**src/rtl/sts_pkg.sv**
```systemverilog
package sts_pkg;

  localparam int NF    = 5;
  localparam int F_TXE = 4;
  localparam int F_RXF = 3;
  localparam int F_OVR = 2;
  localparam int F_FER = 1;
  localparam int F_PER = 0;

  localparam logic [NF-1:0] FLAG_RST = 5'b10000;

  // Next flag value: a set event has priority over any clear.
  function automatic logic flag_next(input logic q, input logic set,
                                     input logic hw_clr, input logic sw_clr);
    return set | (q & ~hw_clr & ~sw_clr);
  endfunction

  // Arming latch: any write or a zero flag disarms; a read seeing 1 arms.
  function automatic logic arm_next(input logic armed, input logic q,
                                    input logic rd, input logic wr);
    if (wr || !q) return 1'b0;
    if (rd)       return 1'b1;
    return armed;
  endfunction

endpackage

```
**src/rtl/sts_flag_cell.sv**
```systemverilog
module sts_flag_cell #(
  parameter logic RST_VAL = 1'b0
) (
  input  logic clk,
  input  logic rst_n,
  input  logic force_i,
  input  logic set_i,
  input  logic hw_clr_i,
  input  logic rd_i,
  input  logic wr_i,
  input  logic wbit_i,
  output logic q_o,
  output logic armed_o
);
  import sts_pkg::*;

  logic q_q;
  logic armed_q;
  logic sw_clr_w;

  assign sw_clr_w = armed_q & wr_i & ~wbit_i;

  always_ff @(posedge clk or negedge rst_n) begin
    if (!rst_n) begin
      q_q     <= RST_VAL;
      armed_q <= 1'b0;
    end else if (force_i) begin
      q_q     <= RST_VAL;
      armed_q <= 1'b0;
    end else begin
      q_q     <= flag_next(q_q, set_i, hw_clr_i, sw_clr_w);
      armed_q <= arm_next(armed_q, q_q, rd_i, wr_i);
    end
  end

  assign q_o     = q_q;
  assign armed_o = armed_q;

  // a set event is never lost to a clear in the same cycle
  a_r11_set_wins: assert property (@(posedge clk) disable iff (!rst_n)
    (set_i && !force_i) |=> q_o);

  // without arming and without a hardware clear, a set flag stays set
  a_r9_unarmed_hold: assert property (@(posedge clk) disable iff (!rst_n)
    (q_o && !armed_o && !hw_clr_i && !force_i) |=> q_o);

  // an armed flag written with 0 clears when nothing sets it
  a_r8_armed_clear: assert property (@(posedge clk) disable iff (!rst_n)
    (armed_o && wr_i && !wbit_i && !set_i && !force_i) |=> !q_o);

  // writing 1 never clears a flag
  a_r10_one_no_clear: assert property (@(posedge clk) disable iff (!rst_n)
    (q_o && wr_i && wbit_i && !hw_clr_i && !force_i) |=> q_o);

  // the latch is armed only by a read that saw the flag at 1
  a_r8_arm_source: assert property (@(posedge clk) disable iff (!rst_n)
    $rose(armed_o) |-> $past(rd_i && q_o));

endmodule

```
**src/rtl/sts_event_decode.sv**
```systemverilog
module sts_event_decode (
  input  logic                  tx_en_i,
  input  logic                  tx_load_i,
  input  logic                  dma_tx_wr_i,
  input  logic                  rx_done_i,
  input  logic                  rx_frame_err_i,
  input  logic                  rx_par_err_i,
  input  logic                  dma_rx_rd_i,
  input  logic                  rxf_i,
  output logic [sts_pkg::NF-1:0] set_o,
  output logic [sts_pkg::NF-1:0] hw_clr_o
);
  import sts_pkg::*;

  logic rx_err_w;
  logic rx_good_w;
  logic ovr_evt_w;

  assign rx_err_w  = rx_frame_err_i | rx_par_err_i;
  assign rx_good_w = rx_done_i & ~rx_err_w & ~rxf_i;
  assign ovr_evt_w = rx_done_i & rxf_i;

  always_comb begin
    set_o           = '0;
    hw_clr_o        = '0;
    set_o[F_TXE]    = ~tx_en_i | tx_load_i;
    set_o[F_RXF]    = rx_good_w;
    set_o[F_OVR]    = ovr_evt_w;
    set_o[F_FER]    = rx_done_i & rx_frame_err_i;
    set_o[F_PER]    = rx_done_i & rx_par_err_i;
    hw_clr_o[F_TXE] = dma_tx_wr_i;
    hw_clr_o[F_RXF] = dma_rx_rd_i;
  end

endmodule

```
**src/rtl/serial_status_flags.sv**
```systemverilog
module serial_status_flags #(
  parameter int REG_W = 8
) (
  input  logic             clk,
  input  logic             rst_n,
  input  logic             standby_i,
  input  logic             reg_rd_i,
  input  logic             reg_wr_i,
  input  logic [REG_W-1:0] reg_wdata_i,
  output logic [REG_W-1:0] reg_rdata_o,
  input  logic             tx_en_i,
  input  logic             tx_load_i,
  input  logic             dma_tx_wr_i,
  input  logic             rx_done_i,
  input  logic             rx_frame_err_i,
  input  logic             rx_par_err_i,
  input  logic             dma_rx_rd_i
);
  import sts_pkg::*;

  localparam int LSB_POS = REG_W - NF;

  logic [NF-1:0] flags_w;
  logic [NF-1:0] armed_w;
  logic [NF-1:0] set_w;
  logic [NF-1:0] hw_clr_w;

  sts_event_decode u_decode (
    .tx_en_i        (tx_en_i),
    .tx_load_i      (tx_load_i),
    .dma_tx_wr_i    (dma_tx_wr_i),
    .rx_done_i      (rx_done_i),
    .rx_frame_err_i (rx_frame_err_i),
    .rx_par_err_i   (rx_par_err_i),
    .dma_rx_rd_i    (dma_rx_rd_i),
    .rxf_i          (flags_w[F_RXF]),
    .set_o          (set_w),
    .hw_clr_o       (hw_clr_w)
  );

  for (genvar i = 0; i < NF; i++) begin : g_flag
    sts_flag_cell #(.RST_VAL(FLAG_RST[i])) u_cell (
      .clk      (clk),
      .rst_n    (rst_n),
      .force_i  (standby_i),
      .set_i    (set_w[i]),
      .hw_clr_i (hw_clr_w[i]),
      .rd_i     (reg_rd_i),
      .wr_i     (reg_wr_i),
      .wbit_i   (reg_wdata_i[LSB_POS+i]),
      .q_o      (flags_w[i]),
      .armed_o  (armed_w[i])
    );
  end

  assign reg_rdata_o = {flags_w, {LSB_POS{1'b0}}};

  // standby returns the register to its reset image
  a_r1_standby_image: assert property (@(posedge clk) disable iff (!rst_n)
    standby_i |=> (reg_rdata_o == {1'b1, {(REG_W-1){1'b0}}}));

  // loading the shifter or disabling the transmitter marks it empty
  a_r2_txe_set: assert property (@(posedge clk) disable iff (!rst_n)
    (!tx_en_i || tx_load_i) |=> flags_w[F_TXE]);

  // a DMA write to transmit data clears empty when nothing sets it
  a_r3_dma_tx_clear: assert property (@(posedge clk) disable iff (!rst_n)
    (dma_tx_wr_i && tx_en_i && !tx_load_i && !standby_i) |=> !flags_w[F_TXE]);

  // a DMA read of receive data drops receive-full
  a_r5_dma_rx_clear: assert property (@(posedge clk) disable iff (!rst_n)
    (dma_rx_rd_i && !rx_done_i && !standby_i) |=> !flags_w[F_RXF]);

  // a frame ending while receive-full is held raises overrun
  a_r6_overrun: assert property (@(posedge clk) disable iff (!rst_n)
    (rx_done_i && flags_w[F_RXF] && !standby_i) |=> flags_w[F_OVR]);

  // no flag is still armed after a register write
  a_r9_write_disarms: assert property (@(posedge clk) disable iff (!rst_n)
    reg_wr_i |=> (armed_w == '0));

endmodule

```
**config.mk**
```make
export PLATFORM = sky130hd
export DESIGN_NAME = serial_status_flags
export DESIGN_NICKNAME = d
export VERILOG_FILES = /design/src/rtl/sts_pkg.sv /design/src/rtl/sts_flag_cell.sv /design/src/rtl/sts_event_decode.sv /design/src/rtl/serial_status_flags.sv
export SDC_FILE = /design/constraint.sdc
export NUM_CORES = 1
export LEC_CHECK = 0
export BUFFER_PORTS_ARGS = -buffer_cell sky130_fd_sc_hd__buf_2
export CAP_MARGIN = 10
export CORE_ASPECT_RATIO = 1.25
export CORE_UTILIZATION = 30
export DETAILED_ROUTE_END_ITERATION = 7
export PLACE_DENSITY_LB_ADDON = 0.3
export SKIP_CTS_REPAIR_TIMING = 1
export SLEW_MARGIN = 20
export SYNTH_ARGS = -nofsm -noshare
export SYNTH_HDL_FRONTEND = slang
export SYNTH_HIERARCHICAL = 1
export SYNTH_SLANG_ARGS = --single-unit
```
**constraint.sdc**
```tcl
create_clock -name clk -period 1.1 [get_ports clk]
set_input_delay 0.165 -clock clk [delete_from_list [all_inputs] [get_ports clk]]
set_output_delay 0.165 -clock clk [all_outputs]
set_load 0.05 [all_outputs]
```
==> impl_metrics.sql, run 1 <==
INSERT INTO impl_metrics (metric_group, metric, value, unit) VALUES
('outcome', 'outcome', 'complete, but fails checks', ''),
('outcome', 'failed_checks', 'negative setup slack', ''),
('floorplan', 'num_rows', '17', ''),
('detailed_routing', 'postRouteAntennaNets', '0', ''),
('cells_and_area', 'finalNetCount', '98', ''),
('synth', 'yosysUniqueCellTypes', '15', ''),
('cells_and_area', 'areaGrowthSynthToFinish', '23.6', '%'),
('placement', 'placed_area', '674', 'sq um'),
('clock_tree', 'clock_tree.htree_level_count', '1', ''),
('synth', 'fraction_of_registers_with_async_set_or_reset_after_synthesis', '1.00', ''),
('power_and_ir_drop', 'power_density', '1180', 'mW/mm^2'),
('floorplan', 'core', '0.00181', 'sq mm'),
('placement', 'finalWeightedCongestion', '0.690', ''),
('critical_path', 'crit_path_cell_trace', 'buf_8', ''),
('power_and_ir_drop', 'ir_drop_worst_vdd', '591', 'uV'),
('detailed_routing', 'drt_first_pass_iters', '2', ''),
('synth', 'synthDominantAreaCellType', 'dfrtp_1', ''),
('critical_path', 'critPathMaxStageDelay', '0.56', 'ns'),
('critical_path', 'critical_path_peak_fanout', '3', ''),
('placement', 'place.port_buffers', '21', ''),
('critical_path', 'critical_path_arrival', '0.97', 'ns'),
('global_routing', 'grtUsageTotal', '0.112', ''),
('job', 'maxCapViolCount', '0', ''),
('global_routing', 'grt_pass1_vias', '426', ''),
('sta', 'slew_violations', '0', ''),
('sta', 'min_period', '1.14', 'ns'),
('detailed_routing', 'detail_route.drc_violations', '0', ''),
('critical_path', 'critical_path.n_buffers_inverters', '1', ''),
('placement', 'dp_cells', '91', ''),
('detailed_routing', 'drt-initial-drc-count', '1', ''),
('critical_path', 'r2r_end', 'g_flag[3].u_cell/q_o', ''),
('detailed_routing', 'drt-wirelength-per-cell', '11.3', 'um'),
('cells_and_area', 'postLayoutCoreUtil', '0.406', ''),
('sta', 'min_period_over_period', '1.03', ''),
('hold_path', 'hp-start', 'dma_rx_rd_i', ''),
('global_routing', 'global_route.overflow_total', '0', ''),
('detailed_routing', 'dr_total_vias', '458', ''),
('hold_path', 'hold_class', 'in2reg', ''),
('global_routing', 'grt_start_max_net_pins', '13', ''),
('critical_path', 'worstSetupEndpointType', 'primary output', ''),
('synth', 'syn-instance-count', '56', ''),
('global_routing', 'grt_first_pass_wirelength', '1.74', 'mm'),
('critical_path', 'timing.critical_path.required', '0.94', 'ns'),
('clock_tree', 'cts_max_path_buffers', '2', ''),
('synth', 'synth_warnings', '6', ''),
('clock_tree', 'cts_buffers', '3', ''),
('synth', 'synth_sequential_area_ratio', '0.424', ''),
('cells_and_area', 'layout-drive-gt1-share', '0.468', ''),
('detailed_routing', 'drt-total-wl', '1.09', 'mm'),
('clock_tree', 'clk_root_buffer_cell', 'clkbuf_4', ''),
('floorplan', 'io_pins', '28', ''),
('synth', 'syn-mean-instance-area', '10.6', 'sq um'),
('sta', 'finalClockSkew', '0.00384', 'ns'),
('critical_path', 'startpoint', 'g_flag[4].u_cell/q_o', ''),
('placement', 'dp.final_hpwl', '854', 'um'),
('critical_path', 'worst_path_dominant_cell_family', 'flip-flops', ''),
('sta', 'grt_setup_unrepaired', 'yes', ''),
('global_routing', 'grt_antenna_before_repair', '0', ''),
('sta', 'report.final.hold_viol_count', '0', ''),
('sta', 'fmax', '0.881', 'GHz'),
('critical_path', 'worstReg2RegStart', 'g_flag[3].u_cell/q_o', ''),
('cells_and_area', 'fillerInstances', '189', ''),
('critical_path', 'timing_endpoint_of_the_critical_path', 'reg_rdata_o[7]', ''),
('clock_tree', 'worst_skew_pair.late_latency', '0.26', 'ns'),
('clock_tree', 'cts_tree', 'built', ''),
('synth', 'ys_ff_latch', '10', ''),
('floorplan', 'initial_utilization', '0.328', ''),
('clock_tree', 'cts.sink_count', '10', ''),
('cells_and_area', 'final_cells', '96', ''),
('sta', 'final-setup-viol-count', '1', ''),
('sta', 'postLayoutSetupSlackWorst', '-0.0356', 'ns');
[power breakdown]
group          total (uW)  internal (uW)  switching (uW)
clock network         325            201             124
logic                 151           54.9            95.7
registers             387            380            7.44
total                 863            636             227
[per-stage QoR]
step           setup slack [ns]  power [uW]  setup TNS, ns
3_3_place_gp              0.161         539              0
3_5_place_dp              0.159         541              0
4_1_cts                  -0.142         877         -0.158
5_1_grt                 -0.0696         907        -0.0696
2_1_floorplan           -0.0299         498        -0.0299
6_report                -0.0356         863        -0.0356
[worst min path at each step]
stage / endpoint / slack (ns) / cells past startpoint
global placement: g_flag[0].u_cell/armed_o / 0.04 / 1
CTS: g_flag[4].u_cell/armed_o / -0.25 / 1
global route: g_flag[3].u_cell/q_o / 0.17 / 3
detailed placement: g_flag[0].u_cell/armed_o / 0.04 / 1
finish: g_flag[3].u_cell/q_o / 0.16 / 3
floorplan: g_flag[0].u_cell/armed_o / -0.13 / 0
[registers in the layout, summed over array words and instances, names as in the netlist]
name                   flops
g_flag.u_cell/armed_o      5
g_flag.u_cell/q_o          5
[layer usage]
metal	global-route usage	wire [um]
met5	0	0
met4	0.113	31
met3	0.0174	63
met2	0.182	514
met1	0.121	478
[placed cells by master (no fill, tap or decap), drive strengths merged]
| master | instances |
|---|---|
| dfstp | 1 |
| nand2b | 1 |
| dlygate4sd3 | 1 |
| inv | 5 |
| buf | 22 |
| clkbuf | 4 |
| nand3b | 1 |
| or3b | 4 |
| o22ai | 4 |
| nor2 | 5 |
| nor4b | 6 |
| and2 | 3 |
| dfrtp | 9 |
| and3b | 4 |
| conb | 6 |
| a311o | 1 |
[cells by family after synthesis]
logic type,share of synthesized area
compound gates,0.101
simple gates,0.304
flops,0.424
buf+inv,0.158
other cells,0.0127
[cell usage after synthesis (2+ instances only)]
cell type and number:
and2_1 3, and3b_1 4, nor4b_1 5, inv_1 5, buf_4 10, nor2_1 5, or3b_1 4, o22ai_2 4
dfrtp_1 9, conb_1 2
[area by class of cell]
class,instances,area (sq um),share of cell area
well taps,19,23.8,0.0324
repair buffers,23,135,0.184
clock buffers,4,36.3,0.0495
multi-input cells,35,263,0.358
inverters,5,18.8,0.0256
flip-flops and latches,10,256,0.350
(Power assumes the default switching activity.)
==> inputs of run 2 (changes only) <==
Settings changed: BUFFER_PORTS_ARGS -buffer_cell sky130_fd_sc_hd__buf_2 to unset, DONT_BUFFER_PORTS set to 1.
==> run 2 against run 1 <==
The flow still finishes with violations (negative setup slack); via count down 12%; utilization shrank 3.5 points; largest cell class unchanged; register-to-register slack about the same; highest routed layer unchanged; routed wire length rose by 5.8%; critical path depth unchanged.
==> impl_metrics.sql, run 2 (synthesized netlist as in run 1, its figures left out) <==
INSERT INTO impl_metrics (metric_group, metric, value, unit) VALUES
('outcome', 'outcome', 'complete, but fails checks', ''),
('outcome', 'failed_checks', 'negative setup slack', ''),
('critical_path', 'worstReg2RegStart', 'g_flag[3].u_cell/q_o', ''),
('power_and_ir_drop', 'power_density', '1260', 'mW/mm^2'),
('clock_tree', 'clock_tree.htree_level_count', '1', ''),
('cells_and_area', 'final_cells', '81', ''),
('floorplan', 'initial_utilization', '0.328', ''),
('detailed_routing', 'drt-initial-drc-count', '1', ''),
('critical_path', 'startpoint', 'g_flag[4].u_cell/q_o', ''),
('critical_path', 'worst_path_dominant_cell_family', 'flip-flops', ''),
('clock_tree', 'cts_tree', 'built', ''),
('hold_path', 'hp-start', 'standby_i', ''),
('sta', 'report.final.hold_viol_count', '0', ''),
('floorplan', 'num_rows', '17', ''),
('cells_and_area', 'layout-drive-gt1-share', '0.306', ''),
('cells_and_area', 'flip_flop_and_latch_area', '256', 'sq um'),
('placement', 'dp_cells', '74', ''),
('floorplan', 'core', '0.00181', 'sq mm'),
('floorplan', 'die-area', '0.00216', 'sq mm'),
('clock_tree', 'cts.reportedPaths.clkPinSlew', '0.07', 'ns'),
('sta', 'grt_setup_unrepaired', 'yes', ''),
('power_and_ir_drop', 'ir_drop_worst_vdd', '522', 'uV'),
('detailed_routing', 'drt-total-wl', '1.15', 'mm'),
('hold_path', 'hold_class', 'in2reg', ''),
('critical_path', 'timing_worst_setup_path_type', 'reg2out', ''),
('clock_tree', 'worst_skew_pair.late_latency', '0.26', 'ns'),
('sta', 'postLayoutSetupSlackWorst', '-0.0299', 'ns'),
('floorplan', 'die-height', '51.7', 'um'),
('sta', 'final.hold.worst_slack', '0.0200', 'ns'),
('job', 'maxCapViolCount', '0', ''),
('sta', 'finalClockSkew', '0.00274', 'ns'),
('cells_and_area', 'fillerInstances', '177', ''),
('cells_and_area', 'antenna-diode-count', '0', ''),
('critical_path', 'critical_path_arrival', '0.96', 'ns'),
('sta', 'setup_tns', '-0.0299', 'ns'),
('critical_path', 'worst_path_max_delay_cell', 'dfstp_2', ''),
('detailed_routing', 'dr_total_vias', '402', ''),
('floorplan', 'chipWidth', '41.8', 'um'),
('global_routing', 'grt_pass1_vias', '387', ''),
('critical_path', 'crit_path_cell_trace', 'buf_6', ''),
('global_routing', 'global_route.overflow_total', '0', ''),
('cells_and_area', 'finalNetCount', '83', ''),
('clock_tree', 'cts_max_path_buffers', '2', ''),
('global_routing', 'grtUsageTotal', '0.109', ''),
('global_routing', 'grt_start_max_net_pins', '15', ''),
('sta', 'min_period_over_period', '1.03', ''),
('critical_path', 'critical_path.n_buffers_inverters', '1', ''),
('placement', 'placed_area', '599', 'sq um'),
('placement', 'place.port_buffers', '0', ''),
('clock_tree', 'clk_root_buffer_cell', 'clkbuf_4', ''),
('cells_and_area', 'commonest_cells_after_routing_fill_and_taps_aside', '6 x conb_1, 5 x inv_1, 5 x nor2_1, 5 x nor4b_1, 5 x dfrtp_1', ''),
('detailed_routing', 'drt-wirelength-per-cell', '14.2', 'um'),
('sta', 'final-setup-viol-count', '1', ''),
('placement', 'dpl_worst_slack', '0.154', 'ns'),
('clock_tree', 'cts_buffers', '3', ''),
('clock_tree', 'cts.sink_count', '10', ''),
('global_routing', 'grt_antenna_before_repair', '0', ''),
('sta', 'min_period', '1.13', 'ns'),
('global_routing', 'grt_first_pass_wirelength', '1.68', 'mm'),
('placement', 'dp.final_hpwl', '784', 'um'),
('critical_path', 'timing.critical_path.required', '0.94', 'ns'),
('critical_path', 'worstSetupEndpointType', 'primary output', ''),
('floorplan', 'io_pins', '28', ''),
('placement', 'finalWeightedCongestion', '0.663', ''),
('power_and_ir_drop', 'leakagePower', '0.000302', 'uW'),
('cells_and_area', 'multiInputGateArea', '263', 'sq um'),
('cells_and_area', 'final_common_cell', 'conb_1', ''),
('detailed_routing', 'post_drt_via_cell_ratio', '4.96', ''),
('sta', 'slew_violations', '0', ''),
('sta', 'fmax', '0.885', 'GHz'),
('detailed_routing', 'drt_first_pass_iters', '2', ''),
('cells_and_area', 'post-route-cell-area', '669', 'sq um'),
('critical_path', 'critPathMaxStageDelay', '0.55', 'ns'),
('critical_path', 'critical_path_peak_fanout', '3', ''),
('critical_path', 'worstSetupStartpointType', 'flop', ''),
('detailed_routing', 'detail_route.drc_violations', '0', ''),
('detailed_routing', 'postRouteAntennaNets', '0', ''),
('cells_and_area', 'areaGrowthSynthToFinish', '12.9', '%');
## run 2: cell count changes in the layout (fill, tap and decap cells not counted)
cell / delta
buf_2: -19
buf_4: +2
buf_8: -1
dlygate4sd3_1: +2
buf_6: +1
## run 2: through the flow
| step | util | power [uW] |
|---|---|---|
| 2_1_floorplan | - | 498 |
| 3_5_place_dp | 0.331 | 491 |
| 3_3_place_gp | 0.331 | 490 |
| 4_1_cts | 0.352 | 823 |
| 6_report | 0.370 | 840 |
| 5_1_grt | 0.370 | 883 |
## run 2: final timing paths
| kind | endpoint | depth (start not counted) | slack (ns) |
|---|---|---|---|
| worst min-delay path | g_flag[4].u_cell/q_o | 1 | 0.02 |
| worst max register to register | g_flag[3].u_cell/q_o | 3 | 0.15 |
| min in group asynchronous | g_flag[0].u_cell/armed_o | 1 | 0.28 |
| worst max-delay path | reg_rdata_o[7] | 1 | -0.03 |
| worst min register to register | g_flag[4].u_cell/armed_o | 1 | 0.55 |
| max in group asynchronous | g_flag[4].u_cell/q_o | 1 | 0.48 |
## run 2: area by class of cell
class | instances | share of cell area
clock buffers | 4 | 0.0542
repair buffers | 8 | 0.107
multi-input cells | 35 | 0.393
inverters | 5 | 0.0280
well taps | 19 | 0.0355
flip-flops and latches | 10 | 0.383
## run 2: per-layer routing
| layer | track usage | vias up | share of wire |
|---|---|---|---|
| met5 | 0 | - | 0 |
| met2 | 0.182 | 18 | 0.50 |
| met1 | 0.105 | 194 | 0.39 |
| met4 | 0.0806 | 0 | 0.011 |
| met3 | 0.0486 | 2 | 0.090 |
| li1 | - | 188 | - |
## run 2: where the power goes
part	internal (uW)	switching (uW)	leakage, uW
Sequential	380	7.39	0.000128
Clock	201	132	0.0000210
Combinational	40.3	80.3	0.000154
Total	621	219	0.000302
==> inputs of run 3 (changes only) <==
Settings changed: CELL_PAD_IN_SITES_DETAIL_PLACEMENT set to 1, CELL_PAD_IN_SITES_GLOBAL_PLACEMENT set to 2.
==> run 3 against run 2 <==
The run ends with negative hold slack, negative setup slack left; critical path depth did not move; largest cell class unchanged; sequential power about the same; highest routed layer unchanged; sequential share of layout area rose by 0.95 points; routed wire length increased by 0.61%; cell area is 2.4% lower; worst hold slack got worse by 0.061 ns; flip-flop and latch count did not move; critical endpoint unchanged.
==> impl_metrics.sql, run 3 (synthesized netlist as in run 1, its figures left out) <==
INSERT INTO impl_metrics (metric_group, metric, value, unit) VALUES
('sta', 'grt_setup_unrepaired', 'yes', ''),
('global_routing', 'grt_start_max_net_pins', '15', ''),
('hold_path', 'whs_endpoint', 'g_flag[3].u_cell/armed_o', ''),
('critical_path', 'worstSetupEndpointType', 'primary output', ''),
('global_routing', 'global_route.overflow_total', '0', ''),
('global_routing', 'grt_pass1_vias', '387', ''),
('outcome', 'outcome', 'complete, but fails checks', ''),
('detailed_routing', 'dr_total_vias', '410', ''),
('clock_tree', 'cts.sink_count', '10', ''),
('global_routing', 'grtUsageTotal', '0.121', ''),
('detailed_routing', 'post_drt_via_cell_ratio', '5.13', ''),
('critical_path', 'r2r_end', 'g_flag[3].u_cell/q_o', ''),
('power_and_ir_drop', 'p_sw_frac', '0.277', ''),
('floorplan', 'num_rows', '17', ''),
('cells_and_area', 'post-route-cell-area', '653', 'sq um'),
('cells_and_area', 'layout-drive-gt1-share', '0.295', ''),
('floorplan', 'die-area', '0.00216', 'sq mm'),
('detailed_routing', 'postRouteAntennaNets', '0', ''),
('clock_tree', 'cts_tree', 'built', ''),
('placement', 'place.port_buffers', '0', ''),
('power_and_ir_drop', 'ir_drop_worst_vdd', '524', 'uV'),
('power_and_ir_drop', 'cell_internal_pwr', '559', 'uW'),
('critical_path', 'critical_path_peak_fanout', '3', ''),
('placement', 'placed_area', '599', 'sq um'),
('critical_path', 'critical_path_arrival', '0.97', 'ns'),
('placement', 'dpl_worst_slack', '0.146', 'ns'),
('sta', 'slew_violations', '0', ''),
('sta', 'fmax', '0.878', 'GHz'),
('sta', 'report.final.hold_viol_count', '9', ''),
('clock_tree', 'clk_root_buffer_cell', 'clkbuf_4', ''),
('floorplan', 'initial_utilization', '0.328', ''),
('clock_tree', 'worst_skew_pair.late_latency', '0.26', 'ns'),
('floorplan', 'io_pins', '28', ''),
('power_and_ir_drop', 'pwr-share-seq', '0.502', ''),
('critical_path', 'levels_on_crit_path', '1', ''),
('global_routing', 'grt_first_pass_wirelength', '1.84', 'mm'),
('power_and_ir_drop', 'leakagePower', '0.000293', 'uW'),
('critical_path', 'worstSetupStartpointType', 'flop', ''),
('critical_path', 'reg2reg_path_depth', '3', ''),
('clock_tree', 'clock_tree.htree_level_count', '1', ''),
('power_and_ir_drop', 'power_density', '1180', 'mW/mm^2'),
('global_routing', 'grt_antenna_before_repair', '0', ''),
('critical_path', 'timing.critical_path.required', '0.94', 'ns'),
('power_and_ir_drop', 'p_switching', '214', 'uW'),
('sta', 'min_period_over_period', '1.04', ''),
('sta', 'postLayoutSetupSlackWorst', '-0.0394', 'ns'),
('outcome', 'failed_checks', 'negative hold slack, negative setup slack', ''),
('critical_path', 'timing_worst_setup_path_type', 'reg2out', ''),
('critical_path', 'worst_path_max_delay_cell', 'dfstp_2', ''),
('cells_and_area', 'commonest_cells_after_routing_fill_and_taps_aside', '6 x conb_1, 5 x inv_1, 5 x nor2_1, 5 x nor4b_1, 5 x dfrtp_1', ''),
('clock_tree', 'cts_buffers', '3', ''),
('detailed_routing', 'detail_route.drc_violations', '0', ''),
('sta', 'final.hold.worst_slack', '-0.0407', 'ns'),
('sta', 'min_period', '1.14', 'ns'),
('floorplan', 'chipWidth', '41.8', 'um'),
('hold_path', 'hold_class', 'in2reg', ''),
('cells_and_area', 'areaGrowthSynthToFinish', '10.1', '%'),
('detailed_routing', 'drt-initial-drc-count', '1', ''),
('floorplan', 'die-height', '51.7', 'um'),
('cells_and_area', 'antenna-diode-count', '0', ''),
('sta', 'finalClockSkew', '0.00441', 'ns'),
('detailed_routing', 'drt-wirelength-per-cell', '14.5', 'um'),
('detailed_routing', 'drt-total-wl', '1.16', 'mm'),
('clock_tree', 'cts.reportedPaths.clkPinSlew', '0.07', 'ns'),
('power_and_ir_drop', 'power.share.combinational', '0.146', ''),
('power_and_ir_drop', 'totalPowerFinal', '773', 'uW'),
('cells_and_area', 'finalNetCount', '82', ''),
('floorplan', 'core', '0.00181', 'sq mm'),
('clock_tree', 'cts_max_path_buffers', '2', ''),
('critical_path', 'worstReg2RegStart', 'g_flag[3].u_cell/q_o', ''),
('critical_path', 'worst_path_dominant_cell_family', 'flip-flops', ''),
('job', 'maxCapViolCount', '0', ''),
('hold_path', 'hp-start', 'standby_i', ''),
('detailed_routing', 'drt_first_pass_iters', '3', ''),
('sta', 'final-setup-viol-count', '1', ''),
('critical_path', 'crit_path_cell_trace', 'buf_6', ''),
('critical_path', 'r2r_setup_slack', '0.14', 'ns'),
('hold_path', 'whs_path_depth', '1', ''),
('critical_path', 'critPathMaxStageDelay', '0.55', 'ns'),
('cells_and_area', 'final_common_cell', 'conb_1', ''),
('critical_path', 'critical_path.n_buffers_inverters', '1', ''),
('placement', 'finalWeightedCongestion', '0.654', ''),
('power_and_ir_drop', 'clockPowerShare', '0.352', '');
[run 3: metal layers]
layer	wire [um]	vias up	GRT usage
met5	0	-	0
met4	19	0	0.0968
met3	65	2	0.0313
met2	541	16	0.156
met1	531	203	0.166
li1	-	189	-
[run 3: worst max path at each step]
| stage | endpoint | start |
|---|---|---|
| 4_1_cts | reg_rdata_o[7] | g_flag[4].u_cell/q_o |
| 6_report | reg_rdata_o[7] | g_flag[4].u_cell/q_o |
| 3_3_place_gp | g_flag[3].u_cell/q_o | g_flag[3].u_cell/q_o |
| 2_1_floorplan | g_flag[3].u_cell/q_o | g_flag[3].u_cell/q_o |
| 3_5_place_dp | g_flag[3].u_cell/q_o | g_flag[3].u_cell/q_o |
| 5_1_grt | reg_rdata_o[7] | g_flag[4].u_cell/q_o |
[run 3: area by class of cell]
| type | instances | area [sq um] |
|---|---|---|
| fill | 201 | 1150 |
| multi-input combinational | 35 | 263 |
| sequential | 10 | 256 |
| timing repair buffer | 7 | 65.1 |
| clock buffer | 4 | 26.3 |
| tap | 19 | 23.8 |
| inverter | 5 | 18.8 |
[run 3: per-stage QoR]
| stage | util | setup TNS [ns] | hold slack [ns] | cells |
|---|---|---|---|---|
| 2_1_floorplan | - | -0.0299 | -0.131 | 60 |
| 3_3_place_gp | 0.331 | 0 | -0.130 | 74 |
| 3_5_place_dp | 0.331 | 0 | -0.130 | 74 |
| 4_1_cts | 0.346 | -0.0752 | -0.427 | 78 |
| 5_1_grt | 0.361 | -0.0641 | -0.0551 | 80 |
| 6_report | 0.361 | -0.0394 | -0.0407 | 80 |
[run 3: power groups by stage]
| stage | Clock, uW | Combinational [uW] | Sequential, uW |
|---|---|---|---|
| after floorplan | 0 | 79.1 | 419 |
| after global placement | 0 | 95.7 | 395 |
| after detailed placement | 0 | 96.6 | 395 |
| after CTS | 283 | 96.7 | 388 |
| after global routing | 300 | 120 | 390 |
| final | 272 | 113 | 388 |
